`config.mk`:
```
export PLATFORM = sky130hd
export DESIGN_NAME = gpio_irq_router
export DESIGN_NICKNAME = d
export VERILOG_FILES = /design/src/rtl/gpio_irq_router_pkg.sv /design/src/rtl/irq_pad_sync.sv /design/src/rtl/irq_cfg_regs.sv /design/src/rtl/irq_chan_cond.sv /design/src/rtl/gpio_irq_router.sv
export SDC_FILE = /design/constraint.sdc
export NUM_CORES = 1
export LEC_CHECK = 0
export ABC_AREA = 1
export BUFFER_PORTS_ARGS = -buffer_cell sky130_fd_sc_hd__buf_2
export CELL_PAD_IN_SITES_DETAIL_PLACEMENT = 1
export CELL_PAD_IN_SITES_GLOBAL_PLACEMENT = 1
export CORE_MARGIN = 4
export CORE_UTILIZATION = 45
export CTS_CLUSTER_DIAMETER = 200
export CTS_CLUSTER_SIZE = 25
export DETAILED_ROUTE_END_ITERATION = 8
export GPL_ROUTABILITY_DRIVEN = 0
export PLACE_DENSITY_LB_ADDON = 0.1
export SLEW_MARGIN = 5
export SYNTH_ARGS = -nofsm -noshare
export SYNTH_HDL_FRONTEND = slang
export SYNTH_SLANG_ARGS = --single-unit
export TNS_END_PERCENT = 20
```
`constraint.sdc`:
```
create_clock -name clk -period 5.4 [get_ports clk]
set_input_delay 0.27 -clock clk [delete_from_list [all_inputs] [get_ports clk]]
set_output_delay 0.27 -clock clk [all_outputs]
set_load 0.03 [all_outputs]
```
`src/rtl/gpio_irq_router_pkg.sv`:
```
package gpio_irq_router_pkg;

    localparam int unsigned CH_COUNT     = 8;
    localparam int unsigned SEL_W        = 8;
    localparam int unsigned FLT_W        = 4;
    localparam int unsigned DATA_W       = 32;
    localparam int unsigned ADDR_W       = 2;
    localparam int unsigned LOW_BASE     = 16;
    localparam int unsigned SEL_PER_WORD = DATA_W / SEL_W;

    localparam logic [ADDR_W-1:0] ADDR_MODE   = 2'd0;
    localparam logic [ADDR_W-1:0] ADDR_SEL_LO = 2'd1;
    localparam logic [ADDR_W-1:0] ADDR_SEL_HI = 2'd2;
    localparam logic [ADDR_W-1:0] ADDR_FILT   = 2'd3;

    typedef enum logic [1:0] {
        FLT_BYPASS  = 2'd0,
        FLT_STABLE  = 2'd1,
        FLT_QUALIFY = 2'd2
    } flt_state_e;

    typedef struct packed {
        logic             trig_edge;
        logic             act_low;
        logic [SEL_W-1:0] sel;
        logic [FLT_W-1:0] flt;
    } chan_cfg_t;

endpackage

```
`src/rtl/irq_pad_sync.sv`:
```
module irq_pad_sync #(
    parameter int unsigned WIDTH = 16
) (
    input  logic             clk,
    input  logic             rst_n,
    input  logic [WIDTH-1:0] async_i,
    output logic [WIDTH-1:0] sync_o
);

    logic [WIDTH-1:0] meta_q;
    logic [WIDTH-1:0] sync_q;

    always_ff @(posedge clk or negedge rst_n) begin
        if (!rst_n) begin
            meta_q <= '0;
            sync_q <= '0;
        end else begin
            meta_q <= async_i;
            sync_q <= meta_q;
        end
    end

    assign sync_o = sync_q;

endmodule

```
`src/rtl/irq_cfg_regs.sv`:
```
module irq_cfg_regs
    import gpio_irq_router_pkg::*;
(
    input  logic                     clk,
    input  logic                     rst_n,
    input  logic                     wr_en,
    input  logic [ADDR_W-1:0]        addr,
    input  logic [DATA_W-1:0]        wdata,
    output logic [DATA_W-1:0]        rdata,
    output chan_cfg_t [CH_COUNT-1:0] cfg_o,
    output logic [CH_COUNT-1:0]      chg_o
);

    for (genvar n = 0; n < CH_COUNT; n++) begin : g_ch
        localparam int unsigned SLOT = n % SEL_PER_WORD;
        localparam logic [ADDR_W-1:0] SEL_ADDR =
            (n < SEL_PER_WORD) ? ADDR_SEL_LO : ADDR_SEL_HI;

        chan_cfg_t cfg_r;
        logic      chg_r;
        logic      mode_hit, sel_hit, filt_hit, mode_diff, sel_diff;

        always_comb begin
            mode_hit  = wr_en && (addr == ADDR_MODE);
            sel_hit   = wr_en && (addr == SEL_ADDR);
            filt_hit  = wr_en && (addr == ADDR_FILT);
            mode_diff = (wdata[n] != cfg_r.trig_edge) ||
                        (wdata[LOW_BASE+n] != cfg_r.act_low);
            sel_diff  = (wdata[SLOT*SEL_W +: SEL_W] != cfg_r.sel);
        end

        always_ff @(posedge clk or negedge rst_n) begin
            if (!rst_n) begin
                cfg_r <= '0;
                chg_r <= 1'b0;
            end else begin
                chg_r <= (mode_hit && mode_diff) || (sel_hit && sel_diff);
                if (mode_hit) begin
                    cfg_r.trig_edge <= wdata[n];
                    cfg_r.act_low   <= wdata[LOW_BASE+n];
                end
                if (sel_hit) begin
                    cfg_r.sel <= wdata[SLOT*SEL_W +: SEL_W];
                end
                if (filt_hit) begin
                    cfg_r.flt <= wdata[n*FLT_W +: FLT_W];
                end
            end
        end

        assign cfg_o[n] = cfg_r;
        assign chg_o[n] = chg_r;
    end

    always_comb begin
        rdata = '0;
        for (int n = 0; n < CH_COUNT; n++) begin
            if (addr == ADDR_MODE) begin
                rdata[n]          = cfg_o[n].trig_edge;
                rdata[LOW_BASE+n] = cfg_o[n].act_low;
            end
            if (addr == ((n < SEL_PER_WORD) ? ADDR_SEL_LO : ADDR_SEL_HI)) begin
                rdata[(n % SEL_PER_WORD)*SEL_W +: SEL_W] = cfg_o[n].sel;
            end
            if (addr == ADDR_FILT) begin
                rdata[n*FLT_W +: FLT_W] = cfg_o[n].flt;
            end
        end
    end

    // spare bits of the mode word never read back as set
    a_r2_mode_spare_zero: assert property (@(posedge clk) disable iff (!rst_n)
        (addr == ADDR_MODE) |-> (rdata[15:8] == 8'h00 && rdata[31:24] == 8'h00));

endmodule

```
`src/rtl/irq_chan_cond.sv`:
```
module irq_chan_cond
    import gpio_irq_router_pkg::*;
(
    input  logic      clk,
    input  logic      rst_n,
    input  logic      raw_i,
    input  chan_cfg_t cfg_i,
    input  logic      chg_i,
    output logic      irq_o
);

    localparam int unsigned CNT_W = (1 << FLT_W) - 1;

    flt_state_e       st_q, st_d;
    logic [CNT_W-1:0] cnt_q, cnt_d, limit;
    logic             lvl_q, lvl_d, prev_q;
    logic             pol, bypass, filtered;

    assign pol    = raw_i ^ cfg_i.act_low;
    assign bypass = (cfg_i.flt == '0);
    assign limit  = (CNT_W'(1) << cfg_i.flt) - CNT_W'(1);

    // state register process
    always_ff @(posedge clk or negedge rst_n) begin
        if (!rst_n) begin
            st_q   <= FLT_BYPASS;
            cnt_q  <= '0;
            lvl_q  <= 1'b0;
            prev_q <= 1'b0;
        end else begin
            st_q   <= st_d;
            cnt_q  <= cnt_d;
            lvl_q  <= lvl_d;
            prev_q <= chg_i ? pol : filtered;
        end
    end

    // next-state logic
    always_comb begin
        st_d  = st_q;
        cnt_d = cnt_q;
        lvl_d = lvl_q;
        if (chg_i) begin
            st_d  = bypass ? FLT_BYPASS : FLT_STABLE;
            cnt_d = '0;
            lvl_d = pol;
        end else begin
            unique case (st_q)
                FLT_BYPASS: begin
                    lvl_d = pol;
                    cnt_d = '0;
                    if (!bypass) st_d = FLT_STABLE;
                end
                FLT_STABLE: begin
                    if (bypass) begin
                        st_d  = FLT_BYPASS;
                        lvl_d = pol;
                    end else if (pol != lvl_q) begin
                        st_d  = FLT_QUALIFY;
                        cnt_d = CNT_W'(1);
                    end
                end
                FLT_QUALIFY: begin
                    if (bypass) begin
                        st_d  = FLT_BYPASS;
                        lvl_d = pol;
                        cnt_d = '0;
                    end else if (pol == lvl_q) begin
                        st_d  = FLT_STABLE;
                        cnt_d = '0;
                    end else if (cnt_q >= limit) begin
                        st_d  = FLT_STABLE;
                        lvl_d = pol;
                        cnt_d = '0;
                    end else begin
                        cnt_d = cnt_q + CNT_W'(1);
                    end
                end
                default: begin
                    st_d  = FLT_BYPASS;
                    cnt_d = '0;
                    lvl_d = pol;
                end
            endcase
        end
    end

    // output process
    always_comb begin
        filtered = bypass ? pol : lvl_q;
        if (cfg_i.trig_edge) begin
            irq_o = filtered && !prev_q && !chg_i;
        end else begin
            irq_o = filtered;
        end
    end

    // an edge-mode pulse lasts a single cycle
    a_r7_single_pulse: assert property (@(posedge clk) disable iff (!rst_n)
        (cfg_i.trig_edge && irq_o) |=> (!cfg_i.trig_edge || !irq_o));

    // a settled filter keeps its level across the next edge
    a_r8_settled_holds: assert property (@(posedge clk) disable iff (!rst_n)
        (st_q == FLT_STABLE && !chg_i && pol == lvl_q && !bypass) |=> $stable(lvl_q));

endmodule

```
`src/rtl/gpio_irq_router.sv`:
```
module gpio_irq_router
    import gpio_irq_router_pkg::*;
#(
    parameter int unsigned NUM_PADS = 16
) (
    input  logic                clk,
    input  logic                rst_n,
    input  logic [NUM_PADS-1:0] pad_i,
    input  logic                cfg_wr,
    input  logic [1:0]          cfg_addr,
    input  logic [31:0]         cfg_wdata,
    output logic [31:0]         cfg_rdata,
    output logic [7:0]          irq_o
);

    localparam int unsigned SEL_SPAN = 1 << SEL_W;

    logic [NUM_PADS-1:0]        pad_s;
    logic [SEL_SPAN-1:0]        pad_ext;
    chan_cfg_t [CH_COUNT-1:0]   cfg;
    logic [CH_COUNT-1:0]        chg;
    logic [CH_COUNT-1:0]        raw;

    irq_pad_sync #(.WIDTH(NUM_PADS)) u_sync (
        .clk     (clk),
        .rst_n   (rst_n),
        .async_i (pad_i),
        .sync_o  (pad_s)
    );

    // unpopulated select indices see the zero extension
    assign pad_ext = SEL_SPAN'(pad_s);

    irq_cfg_regs u_regs (
        .clk   (clk),
        .rst_n (rst_n),
        .wr_en (cfg_wr),
        .addr  (cfg_addr),
        .wdata (cfg_wdata),
        .rdata (cfg_rdata),
        .cfg_o (cfg),
        .chg_o (chg)
    );

    for (genvar n = 0; n < CH_COUNT; n++) begin : g_chan
        assign raw[n] = pad_ext[cfg[n].sel];

        irq_chan_cond u_cond (
            .clk   (clk),
            .rst_n (rst_n),
            .raw_i (raw[n]),
            .cfg_i (cfg[n]),
            .chg_i (chg[n]),
            .irq_o (irq_o[n])
        );

        // a configuration change never coincides with an edge pulse
        a_r9_quiet_on_change: assert property (@(posedge clk) disable iff (!rst_n)
            (chg[n] && cfg[n].trig_edge) |-> !irq_o[n]);

        // unfiltered level channel tracks its corrected pad
        a_r6_level_tracks: assert property (@(posedge clk) disable iff (!rst_n)
            (!cfg[n].trig_edge && cfg[n].flt == '0) |-> (irq_o[n] == (raw[n] ^ cfg[n].act_low)));

        // an unpopulated, non-inverted level channel stays low
        a_r3_unpopulated_low: assert property (@(posedge clk) disable iff (!rst_n)
            (int'(cfg[n].sel) >= NUM_PADS && !cfg[n].act_low && !cfg[n].trig_edge &&
             cfg[n].flt == '0) |-> !irq_o[n]);
    end

endmodule

```
* After elaboration in Yosys (flattened, before gate mapping)
Cells that the tools add are included.
** Storage, ports and cells
- Bits in registers :: 304
- Bits of input ports :: 53
- Output and inout bits :: 40
- Word-level logic and storage cells :: 586
** Operators by class
- Add/sub/neg operators :: 16
- $lt $le $gt $ge :: 16
- Equality and inequality tests :: 115
- Shift operators :: 8
- Mux-type cells :: 240
- Bitwise gates (word level) :: 8
- Reductions and logical operators :: 109
** Operator list (count)
- $mux W15 :: 48
- $pmux W15 S2 :: 8
- $add A15 B1 Y15 const B :: 8
- $ge A15 B15 Y1 :: 8
- $shl A1 B4 Y15 const A :: 8
- $sub A15 B2 Y15 const B :: 8
- $mux W2 :: 56
- $mux W1 :: 88
- $lt A8 B9 Y1 const B :: 8
- $bmux W1 S8 :: 8
- $mux W8 :: 8
- $ne A4 B2 Y1 const B :: 16
- $ne A8 B8 Y1 :: 8
- $ne A3 B3 Y1 const B :: 16
- $pmux W2 S3 :: 8
- $ne A5 B2 Y1 const B :: 8
- $logic_and A1 B1 Y1 :: 36
- $logic_not A4 Y1 :: 8
- $mux W4 :: 8
- $ne A4 B3 Y1 const B :: 8
- $reduce_and A2 Y1 :: 16
- $ne A1 B1 Y1 :: 24
- $ne A3 B2 Y1 const B :: 8
- $reduce_and A3 Y1 :: 8
- 8 further kinds :: 84

* Logic depth before layout (Yosys ltp)
- Depth after elaboration :: 8
- Depth in mapped cells :: 23
- Depth with buffers taken out :: 22

* Cells and area by module
A second synthesis with hierarchy kept.
** Second synthesis, totals
- Cells, all modules :: 3427
- Area, all modules :: 24230.7 µm²
** Modules (own cells, without submodules)
- irq_chan_cond at g_chan[2].u_cond ... :: times used 4, cells each 271, area each 1908.1 µm², sequential area each 475.5 µm²
- irq_cfg_regs :: times used 1, cells each 808, area each 6281.0 µm², sequential area each 3002.9 µm²
- irq_chan_cond at g_chan[7].u_cond :: times used 1, cells each 297, area each 2082.0 µm², sequential area each 475.5 µm²
- irq_chan_cond at g_chan[0].u_cond :: times used 1, cells each 292, area each 2008.2 µm², sequential area each 475.5 µm²
- irq_chan_cond at g_chan[1].u_cond :: times used 1, cells each 291, area each 1986.9 µm², sequential area each 475.5 µm²
- irq_chan_cond at g_chan[6].u_cond :: times used 1, cells each 297, area each 1976.9 µm², sequential area each 475.5 µm²
- gpio_irq_router :: times used 1, cells each 326, area each 1462.7 µm², sequential area each 0.0 µm²
- irq_pad_sync :: times used 1, cells each 32, area each 800.8 µm², sequential area each 800.8 µm²

* Least setup slack after synthesis
Ideal clock, no wire load.
- Path kind :: flip-flop to flip-flop
- From :: register u_regs.g_ch[1].cfg_r, in the netlist u_regs.cfg_o[17]
- To :: register g_chan[1].u_cond.cnt_q[9]
- Library setup time :: 0.127 ns
- Arrival :: 2.975 ns
- Data required time :: 5.273 ns
- Slack :: 2.298 ns
- Stages on the path, launching flop included :: 22
- Buffers on the path :: 1
- Clock period less this slack :: 3.102 ns
- Cell sequence :: dfrtp_1 -> nor2_1 -> inv_1 -> nor2_1 -> inv_1 -> ha_1 -> inv_1 -> nor2_1 -> inv_1 -> a21oi_1 -> xor2_1 -> ha_1 -> inv_1 -> nor2_1 -> nand2_1 -> nor3b_1 -> nand3_1 -> nand3_1 -> inv_1 -> nand2_1 -> buf_6 -> o22ai_1
** On the way
- Longest elaborated chain between the ends :: 8
- Elaborated cells on any way between the ends :: 11
- Those cells by class :: add/sub: 1; order compare: 1; eq/ne: 1; shift: 1; mux: 5; reduce/logical: 2
** Ends and longest elaborated chain
- start, declared :: line irq_cfg_regs.sv:19 : chan_cfg_t cfg_r;
- $shl A1 B4 Y15 :: line irq_chan_cond.sv:21 : assign limit = (CNT_W'(1) << cfg_i.flt) - CNT_W'(1);
- $sub A15 B2 Y15 :: line irq_chan_cond.sv:21
- $ge A15 B15 Y1 :: line irq_chan_cond.sv:71 : end else if (cnt_q >= limit) begin
- $mux W15 :: line irq_chan_cond.sv:71
- $mux W15 :: line irq_chan_cond.sv:68 : end else if (pol == lvl_q) begin
- $mux W15 :: line irq_chan_cond.sv:64 : if (bypass) begin
- $pmux W15 S2 :: line irq_chan_cond.sv:48 : unique case (st_q)
- $mux W15 :: line irq_chan_cond.sv:43 : if (chg_i) begin
- end signal, assigned :: line irq_chan_cond.sv:32 : cnt_q <= cnt_d;
- end, declared :: line irq_chan_cond.sv:15 : logic [CNT_W-1:0] cnt_q, cnt_d, limit;
Several ways; a longest one is shown, not always the timed one.
A chain may end at the register's enable or synchronous reset.

* Worst setup path in the final report
- From :: register u_regs.g_ch[1].cfg_r, in the netlist u_regs.cfg_o[17]
- To :: register g_chan[1].u_cond.cnt_q[2]
Same word-level chain as after synthesis.

==> impl_results.md <==
- Status: finished clean
- Mapped Cells: 3203
- Pwr per Cell Area: 324 mW/mm^2
- Clk_lat worst skew: 0.55 ns
- Tmin final: 3.90 ns
- Slew margin rel.: 19.8%
- Post-Syn Area: 0.0227 mm^2
- GRT overflow: 0
- Core region area: 0.0494 mm^2
- Fin area: 0.0242 mm^2
- Setup Total Neg Slack: 0 ns
- Final hold vios: 0
- Vias in the first global route: 23.0k
- Die ar.: 0.0540 mm^2
- Sequential area share after synthesis: 33.6%
- Area added between synthesis and finish: 6.65%
- Setup CP Type: reg2reg
- Worst slack at placement: 1.55 ns
- Startpoint Class: register
- IO Port Bufs: 92
- First-pass GRT wire length: 121000 um
- Wirelength per Cell: 18.8 um
- EDFF count, synth: 0
- Delay of the slowest cell on the worst path: 0.48 ns
- Final setup viols: 0
- Inst Count DP: 3866
- Final period util: 72.1%
- Pin slew with the least headroom to its limit: 1.20 ns
- CTS sink cnt: 304
- CP Cell Sequence: nor2_1, inv_1, nor2_1, inv_1, ha_1, inv_1, nor2_1, inv_1, a21oi_1, xor2_1, ha_1, inv_1, nor2_1, nand2_1, nor3b_1, nand3_1, nand3_1, inv_1, nand2_1, o21ai_0
- Rows: 81
- Class of the worst hold path: in2reg
- Antenna viol nets, final: 0
- All-Layer GR Usage: 27.1%
- DR vias/cell: 5.58
- Initial antenna violation count: 6
- Initial core utilization: 45.9%
- Synth Flop Type: dfrtp_1
- # resized after CTS: 0
- Synthesized area per cell: 7.08 um^2
- Initial DRT Pass Iterations: 5
- Max cap viols: 0
- Syn_nets: 3424
- Arr. time, crit path: 4.30 ns
- Worst endpoint required time: 5.81 ns
- Netlist cell types: 50
- CTS max path bufs: 3
- Clk pin slew, worst setup/hold paths: 0.11 ns
- 1st-iter DRT viols: 1367
- Die Wd: 232 um
- Drt total wl: 73700 um
- Most frequent CP cell: inv_1
- Final WS setup: 1.50 ns
- Clock Skews: 0.0286 ns
- Cts hold-fix bufs: 26
- Drc violations: 0
- Final Max Slew Viols: 0
- Via count: 21.9k
- CTS tree: built
- Asr flop ratio synth: 100%
- CTS HTree Levels: 1
- Post-CTS Setup Inserts: 0
- Crit Path Max Fanout: 12
- IO Pins: 93
- Pleak: 11.7 nW
- Clock Tree Root: clkbuf_16
- Die extent in y: 232 um
- Maximum clock frequency: 257 MHz
- Num CTS Buffers: 16
- Largest net degree at the start of global routing: 123
- Nets@finish: 3467
- Flops & latches, synth: 304
- Non-Filler Instances: 3913
- Yosys warnings: 0
- Hold slack: 0.0317 ns
- Slowest-stage cell, CP: dfrtp_1
- Share of cells above drive strength 1: 6.56%
- HPWL after detailed placement: 55500 um
- Crit. End Element: register
- VDD IR-drop max: 0.315 mV
- Unrepaired setup endpoints after global routing: no
- Placed cell areas: 0.0234 mm^2
## cell type report
type / count / area, um^2
Antenna cell: 3 / 7.51
Clock buffer: 17 / 425
Clock inverter: 1 / 30.0
Fill cell: 6498 / 25200
Inverter: 352 / 1330
Multi-Input combinational cell: 2443 / 13100
Sequential cell: 304 / 7610
Tap cell: 664 / 831
Timing Repair Buffer: 129 / 826
## worst max-delay path, delay by kind of cell (launching register included)
kind,cells,cell delay (ns)
AND/OR/NAND/NOR,9,1.79
buffers and inverters,6,0.59
XOR/XNOR,1,0.16
adder cells (fa/ha/maj),2,0.52
flip-flops,1,0.48
AO/OA/AOI/OAI,2,0.22
## through the flow
step                      util [%]  total power (W)
after CTS                     49.0          0.00788
after global placement        47.5          0.00623
after floorplan                  -          0.00549
after global routing          49.0          0.00846
final                         49.0          0.00783
after detailed placement      47.5          0.00640
## kinds of logic after synthesis
| logic type | Yosys count | share of synthesized area, % |
|---|---|---|
| compound gates | 477 | 11.6 |
| buf+inv | 456 | 8.62 |
| simple gates | 1673 | 32.1 |
| fa+ha+maj | 168 | 9.28 |
| xor+xnor | 125 | 4.83 |
| flops | 304 | 33.6 |
## final timing paths
path,slack (ns),end,cells past startpoint,start
worst max register to register,1.50,g_chan[1].u_cond.cnt_q[2],20,u_regs.cfg_o[17]
worst min-delay path,0.03,u_regs.cfg_o[103],3,cfg_wdata[25]
max in group asynchronous,3.60,g_chan[7].u_cond.cnt_q[13],3,rst_n
worst min register to register,0.36,u_sync.sync_o[11],0,u_sync.meta_q[11]
min in group asynchronous,0.36,g_chan[0].u_cond.cnt_q[5],2,rst_n
worst max-delay path,1.50,g_chan[1].u_cond.cnt_q[2],20,u_regs.cfg_o[17]
## sequential cells by signal, indices dropped and copies added (netlist names)
signal                cells
g_chan.u_cond.prev_q      8
g_chan.u_cond.cnt_q     120
u_regs.g_ch.chg_r         8
u_sync.sync_o            16
u_sync.meta_q            16
g_chan.u_cond.st_q       16
g_chan.u_cond.lvl_q       8
u_regs.cfg_o            112
## cell usage in the layout (no fill, tap or decap), types with 15 or more instances in the layout
master,n
nor4_1,24
clkbuf_16,17
nand3_1,296
nand4_1,69
ha_1,168
o22ai_1,28
or2_2,21
o21ai_1,52
nor3_1,34
nand2_1,952
dlygate4sd3_1,26
a21oi_1,91
xor2_1,85
xnor2_1,40
dfrtp_1,304
nand3b_1,15
nand2_2,20
nor2_1,204
buf_2,91
inv_1,331
o21ai_0,240
## cell usage after synthesis, types with 19 or more instances
cell type / n / area (um^2)
a21oi_1: 91 / 455
clkbuf_1: 53 / 199
dfrtp_1: 304 / 7610
ha_1: 168 / 2100
inv_1: 331 / 1240
nand2_1: 953 / 3580
nand2_2: 19 / 119
nand3_1: 296 / 1480
nand4_1: 69 / 432
nor2_1: 205 / 769
nor3_1: 34 / 170
nor4_1: 25 / 156
o21ai_0: 240 / 1200
o21ai_1: 52 / 260
o22ai_1: 28 / 175
or2_2: 21 / 131
xnor2_1: 40 / 350
xor2_1: 85 / 744
## report_power, final
part           total (W)  internal (W)  switching (W)
Clock            0.00144      0.000581       0.000855
Sequential       0.00294       0.00255       0.000388
Combinational    0.00345       0.00104        0.00241
Total            0.00783       0.00418        0.00365
## layer usage
metal	vias to the layer above	wire [um]	part of all wire [%]	GRT usage, %
li1	10600	-	-	-
met1	10800	33200	45	35.9
met2	358	36000	49	48.0
met3	111	2580	3.5	2.52
met4	4	1890	2.6	6.65
met5	-	28	0.038	0
No activity file was read; power rests on OpenSTA's default activity.
